**config.mk**
```make
export PLATFORM = sky130hd
export DESIGN_NAME = stripSeq
export DESIGN_NICKNAME = d
export VERILOG_FILES = /design/src/rtl/stripSeqPkg.sv /design/src/rtl/stripSeqCtrl.sv /design/src/rtl/stripSeqDp.sv /design/src/rtl/stripSeq.sv
export SDC_FILE = /design/constraint.sdc
export NUM_CORES = 1
export LEC_CHECK = 0
export BUFFER_PORTS_ARGS = -buffer_cell sky130_fd_sc_hd__buf_4
export CAP_MARGIN = 20
export CORE_MARGIN = 2
export CORE_UTILIZATION = 45
export DETAILED_ROUTE_END_ITERATION = 8
export PLACE_DENSITY = 0.66
export SKIP_LAST_GASP = 1
export SYNTH_ARGS = -nofsm -noshare
export SYNTH_HDL_FRONTEND = slang
export SYNTH_SLANG_ARGS = --single-unit
```
**constraint.sdc**
```tcl
create_clock -name clk -period 7.4 [get_ports clk]
set_input_delay 0.37 -clock clk [delete_from_list [all_inputs] [get_ports clk]]
set_output_delay 0.37 -clock clk [all_outputs]
set_load 0.05 [all_outputs]
```
**src/rtl/stripSeqPkg.sv**
```systemverilog
package stripSeqPkg;

  typedef enum logic [1:0] {
    ST_IDLE = 2'd0,
    ST_EMIT = 2'd1,
    ST_DONE = 2'd2
  } seqState_t;

  typedef struct packed {
    logic load;     // start accepted: capture count, prime first chunk
    logic advance;  // non-final chunk handed over: step to next chunk
  } seqStrobe_t;

endpackage

```
**src/rtl/stripSeqCtrl.sv**
```systemverilog
module stripSeqCtrl
  import stripSeqPkg::*;
(
  input  logic       clk,
  input  logic       rstN,
  input  logic       startReq,
  input  logic       totalZero,
  input  logic       chunkReady,
  input  logic       chunkLast,
  output seqStrobe_t strobe,
  output logic       chunkValid,
  output logic       seqDone
);

  seqState_t stateQ, stateD;
  logic      accept;
  logic      handoff;

  assign accept  = startReq && (stateQ != ST_EMIT);
  assign handoff = (stateQ == ST_EMIT) && chunkReady;

  always_comb begin
    stateD = stateQ;
    unique case (stateQ)
      ST_EMIT: if (handoff && chunkLast) stateD = ST_DONE;
      default: begin
        if (accept) stateD = totalZero ? ST_DONE : ST_EMIT;
        else        stateD = ST_IDLE;
      end
    endcase
  end

  always_ff @(posedge clk or negedge rstN) begin
    if (!rstN) stateQ <= ST_IDLE;
    else       stateQ <= stateD;
  end

  assign strobe.load    = accept;
  assign strobe.advance = handoff && !chunkLast;
  assign chunkValid     = (stateQ == ST_EMIT);
  assign seqDone        = (stateQ == ST_DONE);

  AST_DONE_AFTER_LAST: assert property (@(posedge clk) disable iff (!rstN)
    chunkValid && chunkReady && chunkLast |=> seqDone && !chunkValid);

  AST_ZERO_COUNT_DONE: assert property (@(posedge clk) disable iff (!rstN)
    !chunkValid && startReq && totalZero |=> seqDone && !chunkValid);

  AST_DONE_NOT_WITH_VALID: assert property (@(posedge clk) disable iff (!rstN)
    seqDone |-> !chunkValid);

endmodule

```
**src/rtl/stripSeqDp.sv**
```systemverilog
module stripSeqDp
  import stripSeqPkg::*;
#(
  parameter int MAX_VL     = 64,
  parameter int CNT_W      = 16,
  parameter bit EMIT_EMPTY = 1'b0,
  parameter int VL_W       = $clog2(MAX_VL + 1)
) (
  input  logic             clk,
  input  logic             rstN,
  input  seqStrobe_t       strobe,
  input  logic [CNT_W-1:0] totalIn,
  output logic             totalZero,
  output logic [CNT_W-1:0] chunkLow,
  output logic [VL_W-1:0]  chunkLen,
  output logic             chunkLast
);

  localparam logic [CNT_W-1:0] MVL_CNT = CNT_W'(MAX_VL);
  localparam logic [VL_W-1:0]  MVL_LEN = VL_W'(MAX_VL);

  logic [CNT_W-1:0] totalQ;
  logic [CNT_W-1:0] lowQ;
  logic [VL_W-1:0]  lenQ;
  logic [CNT_W-1:0] remCnt;
  logic [VL_W-1:0]  firstLen;
  logic [CNT_W:0]   endIdx;

  assign totalZero = (totalIn == '0);
  assign remCnt    = totalIn % MVL_CNT;

  generate
    if (EMIT_EMPTY) begin : gEmitEmpty
      assign firstLen = remCnt[VL_W-1:0];
    end else begin : gSkipEmpty
      assign firstLen = (remCnt == '0) ? MVL_LEN : remCnt[VL_W-1:0];
    end
  endgenerate

  always_ff @(posedge clk or negedge rstN) begin
    if (!rstN) begin
      totalQ <= '0;
      lowQ   <= '0;
      lenQ   <= '0;
    end else if (strobe.load) begin
      totalQ <= totalIn;
      lowQ   <= '0;
      lenQ   <= firstLen;
    end else if (strobe.advance) begin
      lowQ   <= lowQ + CNT_W'(lenQ);
      lenQ   <= MVL_LEN;
    end
  end

  assign endIdx    = {1'b0, lowQ} + (CNT_W + 1)'(lenQ);
  assign chunkLast = (endIdx == {1'b0, totalQ});
  assign chunkLow  = lowQ;
  assign chunkLen  = lenQ;

  AST_LEN_BOUND: assert property (@(posedge clk) disable iff (!rstN)
    lenQ <= MVL_LEN);

  AST_LOAD_STARTS_AT_ZERO: assert property (@(posedge clk) disable iff (!rstN)
    strobe.load |=> lowQ == '0);

endmodule

```
**src/rtl/stripSeq.sv**
```systemverilog
module stripSeq
  import stripSeqPkg::*;
#(
  parameter int MAX_VL     = 64,
  parameter int CNT_W      = 16,
  parameter bit EMIT_EMPTY = 1'b0,
  localparam int VL_W      = $clog2(MAX_VL + 1)
) (
  input  logic             clk,
  input  logic             rstN,
  input  logic             startReq,
  input  logic [CNT_W-1:0] totalIn,
  input  logic             chunkReady,
  output logic             chunkValid,
  output logic [CNT_W-1:0] chunkLow,
  output logic [VL_W-1:0]  chunkLen,
  output logic             chunkLast,
  output logic             seqDone
);

  seqStrobe_t strobe;
  logic       totalZero;

  stripSeqCtrl uCtrl (
    .clk        (clk),
    .rstN       (rstN),
    .startReq   (startReq),
    .totalZero  (totalZero),
    .chunkReady (chunkReady),
    .chunkLast  (chunkLast),
    .strobe     (strobe),
    .chunkValid (chunkValid),
    .seqDone    (seqDone)
  );

  stripSeqDp #(
    .MAX_VL     (MAX_VL),
    .CNT_W      (CNT_W),
    .EMIT_EMPTY (EMIT_EMPTY),
    .VL_W       (VL_W)
  ) uDp (
    .clk       (clk),
    .rstN      (rstN),
    .strobe    (strobe),
    .totalIn   (totalIn),
    .totalZero (totalZero),
    .chunkLow  (chunkLow),
    .chunkLen  (chunkLen),
    .chunkLast (chunkLast)
  );

  AST_HOLD_WHEN_STALLED: assert property (@(posedge clk) disable iff (!rstN)
    chunkValid && !chunkReady |=> chunkValid && $stable(chunkLow)
      && $stable(chunkLen) && $stable(chunkLast));

  AST_LOW_STEPS_BY_LEN: assert property (@(posedge clk) disable iff (!rstN)
    chunkValid && chunkReady && !chunkLast |=> chunkValid
      && chunkLow == $past(chunkLow) + CNT_W'($past(chunkLen)));

  AST_LATER_CHUNKS_FULL: assert property (@(posedge clk) disable iff (!rstN)
    chunkValid && chunkReady && !chunkLast |=> chunkLen == VL_W'(MAX_VL));

  AST_BUSY_IGNORES_START: assert property (@(posedge clk) disable iff (!rstN)
    chunkValid && startReq && !chunkReady |=> chunkValid
      && $stable(chunkLow));

endmodule

```
Word level (Yosys, flattened, before mapping)
Cells that the tools add are included.
Storage, ports and cells
  register bits after elaboration: 41
  bits of input ports: 20
Operators by class
  add/sub/neg operators: 2
  eq/ne operators: 5
  mux-type cells: 9
  reductions and logical operators: 8
Operators with widths (number)
  $logic_not A16 Y1: 2
  $mux W16: 2
  $mux W7: 3
  $add A16 B7 Y17: 1
  $eq A17 B16 Y1: 1
  $add A16 B7 Y16: 1
  $mux W2: 4
  $logic_and A1 B1 Y1: 4
  $ne A2 B1 Y1 const B: 2
  $eq A2 B1 Y1 const B: 1
  $eq A2 B2 Y1 const B: 1
  $reduce_bool A2 Y1: 1
  $logic_not A1 Y1: 1

Depth between registers and ports, before layout
  word-level depth: 6
  depth in mapped cells: 13
  gate-level depth less buffers: 12

Cells and area by module
Synthesis repeated with hierarchy kept, for this count alone.
Unflattened totals
  cell total of the unflattened synthesis: 268
  area total of the unflattened synthesis: 2685.1 um^2
Modules (own cells, without submodules)
  stripSeqDp: times used 1, cells an instance 255, area each 2547.4 um^2, seq. area each 975.9 um^2
  stripSeqCtrl: times used 1, cells an instance 13, area each 137.6 um^2, seq. area each 50.0 um^2

Least setup slack after synthesis
Ideal clock, no wire load.
  path type: reg-to-output
  start: register uDp.lenQ[0], in the netlist uDp.chunkLen[0]
  end: output chunkLast
  arrival: 3.493 ns
  path slack: 3.537 ns
  stages on the path, launching flop included: 13
  buffers on the path: 1
  cells stage by stage: dfrtp_1 -> ha_1 -> inv_1 -> fa_1 -> xor3_1 -> o2111ai_1 -> a311o_1 -> a211o_1 -> a2111oi_2 -> o2111ai_1 -> or2_1 -> buf_6 -> inv_1
On the way
  word-level cells in the longest chain between the ends: 2
Ends and longest elaborated chain
  from (decl): RTL line stripSeqDp.sv:24  | logic [VL_W-1:0] lenQ;
  from (signal assigned): RTL line stripSeqDp.sv:48  | lenQ <= firstLen;
  $add A16 B7 Y17: RTL line stripSeqDp.sv:55  | assign endIdx = {1'b0, lowQ} + (CNT_W + 1)'(lenQ);
  $eq A17 B16 Y1: RTL line stripSeqDp.sv:56  | assign chunkLast = (endIdx == {1'b0, totalQ});
  to (decl): RTL line stripSeq.sv:17  | output logic chunkLast,
Every way passes these cells.

Worst setup path in the final report
  start: register uDp.lowQ[0], in the netlist uDp.chunkLow[0]
  end: output chunkLast
On the way
  word-level cells in the longest chain between the ends: 2
Ends and longest elaborated chain
  from (decl): RTL line stripSeqDp.sv:23  | logic [CNT_W-1:0] lowQ;
  from (signal assigned): RTL line stripSeqDp.sv:50  | lowQ <= lowQ + CNT_W'(lenQ);
  $add A16 B7 Y17: RTL line stripSeqDp.sv:55
  $eq A17 B16 Y1: RTL line stripSeqDp.sv:56
Every way passes these cells.

==> results.md <==
* Post-Layout Cell Count at just over 400
* Yosys Warn Count at 0
* Relative area change from synthesis to final layout at 18.4%
* Largest stage delay, worst path at 410 ps
* Die extent in y at 80.2 um
* Deepest level of the CTS H-tree at 2
* Headroom to the max-slew limit at 0.306
* Cell count after synthesis at approximately 300
* Peak clock frequency supported by timing at roughly 250 MHz
* Cell area after placement at roughly 0.003 mm2
* Critical path start-end classification: flop to output port
* Number of antenna violations at the first check in global routing at 0
* Shortest period the worst path allows at 3980 ps
* Synth Net Count at approximately 320
* Area of the placeable core at roughly 0.0055 mm2
* Number of distinct library cells after synthesis at slightly below 60
* Number of placement rows at 27
* Critical-path cell list: ha_1 -> inv_1 -> fa_1 -> xor3_1 -> o2111ai_1 -> a311o_1 -> a211o_1 -> a2111oi_2 -> o2111ai_1 -> or2_1 -> inv_1 -> buf_4
* Via count of the first global-routing pass at around 2100
* Worst-Margin Slew at between 1000 and 1500 ps
* Final Cycle Share at 0.538
* Number of vias in the routed layout at 2254
* Count of hold-fix buffers inserted at cts at 0
* Effective utilization at floorplan at 0.471
* Global router's overall resource usage at 0.207
* Share of flip-flops with an asynchronous set or reset at 1.00
* Worst reg-to-reg path cell count at 12
* Post-Route WL at 6.21 mm
* Instance count on the critical path at 12
* DRC violations left at 0
* Number of detailed-route iterations in the first pass at 4
* Worst Setup End Kind: output port
* Die outline width at 80.2 um
* Pin count of the biggest net entering global routing at 42
* Clock Tree Buf Depth at 2
* Worst-path cell with the longest stage delay: sky130_fd_sc_hd__fa_1
* Sequential share of the synthesized area at 0.393
* Crit path buffers/inverters at 3
* Arr. time, crit path at about 3600 ps
* Critical path data required time at roughly 7000 ps
* Count of routing violations after the opening detailed-route iteration at approximately 140
* Number of hold-slack violations in the final timing report at 0
* Fraction of layout cells with a size suffix above 1 at 0.197
* Boundary pin count at 46
* CP max FO at 8
* Count of flip-flops with a built-in enable after synthesis at 0
* Total inserted antenna cells at 0
* Post-layout power at roughly 940 uW
* Leak at 0.00146 uW
* Final estimated routing congestion in global placement at 0.815
* Clock Root Buffer: sky130_fd_sc_hd__clkbuf_8
* First-pass GRT wire length at 10.2 mm
* FF+latch count, synth at roughly 40
* Synthesized area per cell at 8.88 um2
* Flip-flop cell with the highest count after synthesis: sky130_fd_sc_hd__dfrtp_1
* Kind of cell adding the most delay to the critical path: compound AO/OA/AOI/OAI gates
* Worst skew pair latency at between 300 and 400 ps
* Pins Over Slew Limit at 0
* Routed wire per std cell at 15.3 um
* HPWL Detailed at around 4.6 mm
* Total congestion overflow after global routing at 0
* Maximum capacitance violations at 0
* Final layout net count at between 300 and 400
* Maximum clock skew at final layout at between 5 and 6 ps
* Count of instances resized after the clock tree is built at 0
* Areal power density over the cells at 305 mW/mm2
* Post-synth design cell area at 0.00261 mm2
* RSZ-0062 raised after global routing: no
* Crit start category: flop
* Number of endpoints failing setup at the final stage at 0
* Count of port buffers added during placement at 45
* Vias per cell at ~5.5
* Worst-path clk slew at 80 ps
* Number of sinks on the clock net at approximately 40
* Number of buffers added for setup after CTS at 0
* Final ANT Viol Nets at 0
* Outcome: completed
* Inserted Clock Buffers at 5
* Setup TNS at 0 ps
* Number of placed instances, taps included at 398
* Clock tree from TritonCTS: done
* Worst supply voltage drop on vdd at 0.109 mV
* Util after Layout at 0.558
* Finished Cell Area at just over 0.003 mm2
* Hold Path Class: primary input to async pin
* Area enclosed by the die boundary at 0.00643 mm2
-- worst paths after layout --
path                            startpoint  slack, ps               end
max reg2reg                uDp.chunkLow[0]       3640  uDp.chunkLow[11]
min in group clk               totalIn[12]        260    uDp.totalQ[12]
min reg2reg                  uDp.totalQ[0]        510     uDp.totalQ[0]
max                        uDp.chunkLow[0]       3420         chunkLast
min                                   rstN         30     uDp.totalQ[2]
max in group asynchronous             rstN       7010  uDp.chunkLow[10]
-- metrics by stage --
stage	hold WS, ps	worst slack (ps)
floorplan	74.4	3540
global placement	385	3730
detailed placement	379	3620
CTS	48.8	3410
global route	63.7	3170
finish	28.9	3420
-- sequential cells by signal (all words and copies together), names as in the netlist --
register / count
uDp.chunkLow: 16
uDp.totalQ: 16
uDp.chunkLen: 7
uCtrl.stateQ: 2
-- synthesized netlist by cell type (all sizes together) (6+ instances only) --
| master | number | area, um2 |
|---|---|---|
| nor2 | 15 | 56.3 |
| nand2 | 71 | 267 |
| dfrtp | 41 | 1030 |
| buf | 7 | 41.3 |
| clkbuf | 6 | 22.5 |
| xnor2 | 14 | 123 |
| nand3 | 16 | 80.1 |
| inv | 8 | 30.0 |
| o21ai | 13 | 68.8 |
| nor4 | 6 | 37.5 |
| ha | 7 | 87.6 |
| mux2i | 8 | 80.1 |
| a21oi | 8 | 43.8 |
-- metal layers --
metal / routed length (um) / global-route usage / vias up
met5: 0 / 0 / -
met2: 2790 / 0.303 / 58
li1: - / - / 1117
met4: 77 / 0.0627 / 0
met3: 284 / 0.0404 / 6
met1: 3050 / 0.309 / 1073
-- report_power, final --
part / internal (uW) / switching, uW / total, uW
combinational: 177 / 245 / 421
sequential: 282 / 90.2 / 373
clock: 66.4 / 81.8 / 148
-- placed cells by master, fill, tap and decap left out, types with 3 or more instances in the layout --
| master | count |
|---|---|
| sky130_fd_sc_hd__nand2_1 | 71 |
| sky130_fd_sc_hd__buf_4 | 45 |
| sky130_fd_sc_hd__dfrtp_1 | 41 |
| sky130_fd_sc_hd__nand3_1 | 16 |
| sky130_fd_sc_hd__nor2_1 | 15 |
| sky130_fd_sc_hd__xnor2_1 | 14 |
| sky130_fd_sc_hd__o21ai_0 | 11 |
| sky130_fd_sc_hd__inv_1 | 8 |
| sky130_fd_sc_hd__mux2i_1 | 8 |
| sky130_fd_sc_hd__a21oi_1 | 7 |
| sky130_fd_sc_hd__ha_1 | 7 |
| sky130_fd_sc_hd__nor4_1 | 6 |
| sky130_fd_sc_hd__xor2_1 | 5 |
| sky130_fd_sc_hd__clkbuf_8 | 5 |
| sky130_fd_sc_hd__nand2b_1 | 4 |
| sky130_fd_sc_hd__nor2b_1 | 4 |
| sky130_fd_sc_hd__and3_1 | 4 |
| sky130_fd_sc_hd__o2111ai_1 | 4 |
| sky130_fd_sc_hd__o31ai_1 | 4 |
| sky130_fd_sc_hd__nor3_1 | 3 |
| sky130_fd_sc_hd__a21o_1 | 3 |
| sky130_fd_sc_hd__mux2_2 | 3 |
| sky130_fd_sc_hd__a211oi_1 | 3 |
| sky130_fd_sc_hd__o211ai_1 | 3 |
-- worst register-to-register path, stage by stage, from the launching register on --
cell and delay (ps):
sky130_fd_sc_hd__dfrtp_1 380, sky130_fd_sc_hd__ha_1 180, sky130_fd_sc_hd__inv_1 50, sky130_fd_sc_hd__fa_1 410
sky130_fd_sc_hd__xor3_1 390, sky130_fd_sc_hd__o2111ai_1 120, sky130_fd_sc_hd__a311o_1 330, sky130_fd_sc_hd__a211o_1 240
sky130_fd_sc_hd__a2111oi_2 220, sky130_fd_sc_hd__o2111ai_1 260, sky130_fd_sc_hd__o21ai_2 790, sky130_fd_sc_hd__o211ai_1 200
sky130_fd_sc_hd__o31ai_1 100
-- cell families (layout without fill, tap and decap cells) --
logic type,Yosys count,in the layout,synth area share
xor gates and xnor gates,21,21,0.0815
muxes,11,11,0.0436
buffers and inverters,22,63,0.0374
and+or+nand+nor,136,136,0.240
AOI/OAI and AO/OA,55,55,0.164
DFF,41,41,0.393
adders and majority gates,8,8,0.0412
-- final cells by class --
type	count	area, um2
Multi-Input combinational cell	231	1490
Tap cell	72	90.1
Sequential cell	41	1030
Clock buffer	6	72.6
Fill cell	534	2450
Timing Repair Buffer	46	365
Inverter	9	33.8
Clock inverter	2	15.0
Note: power is estimated with default switching activity, not from simulation.
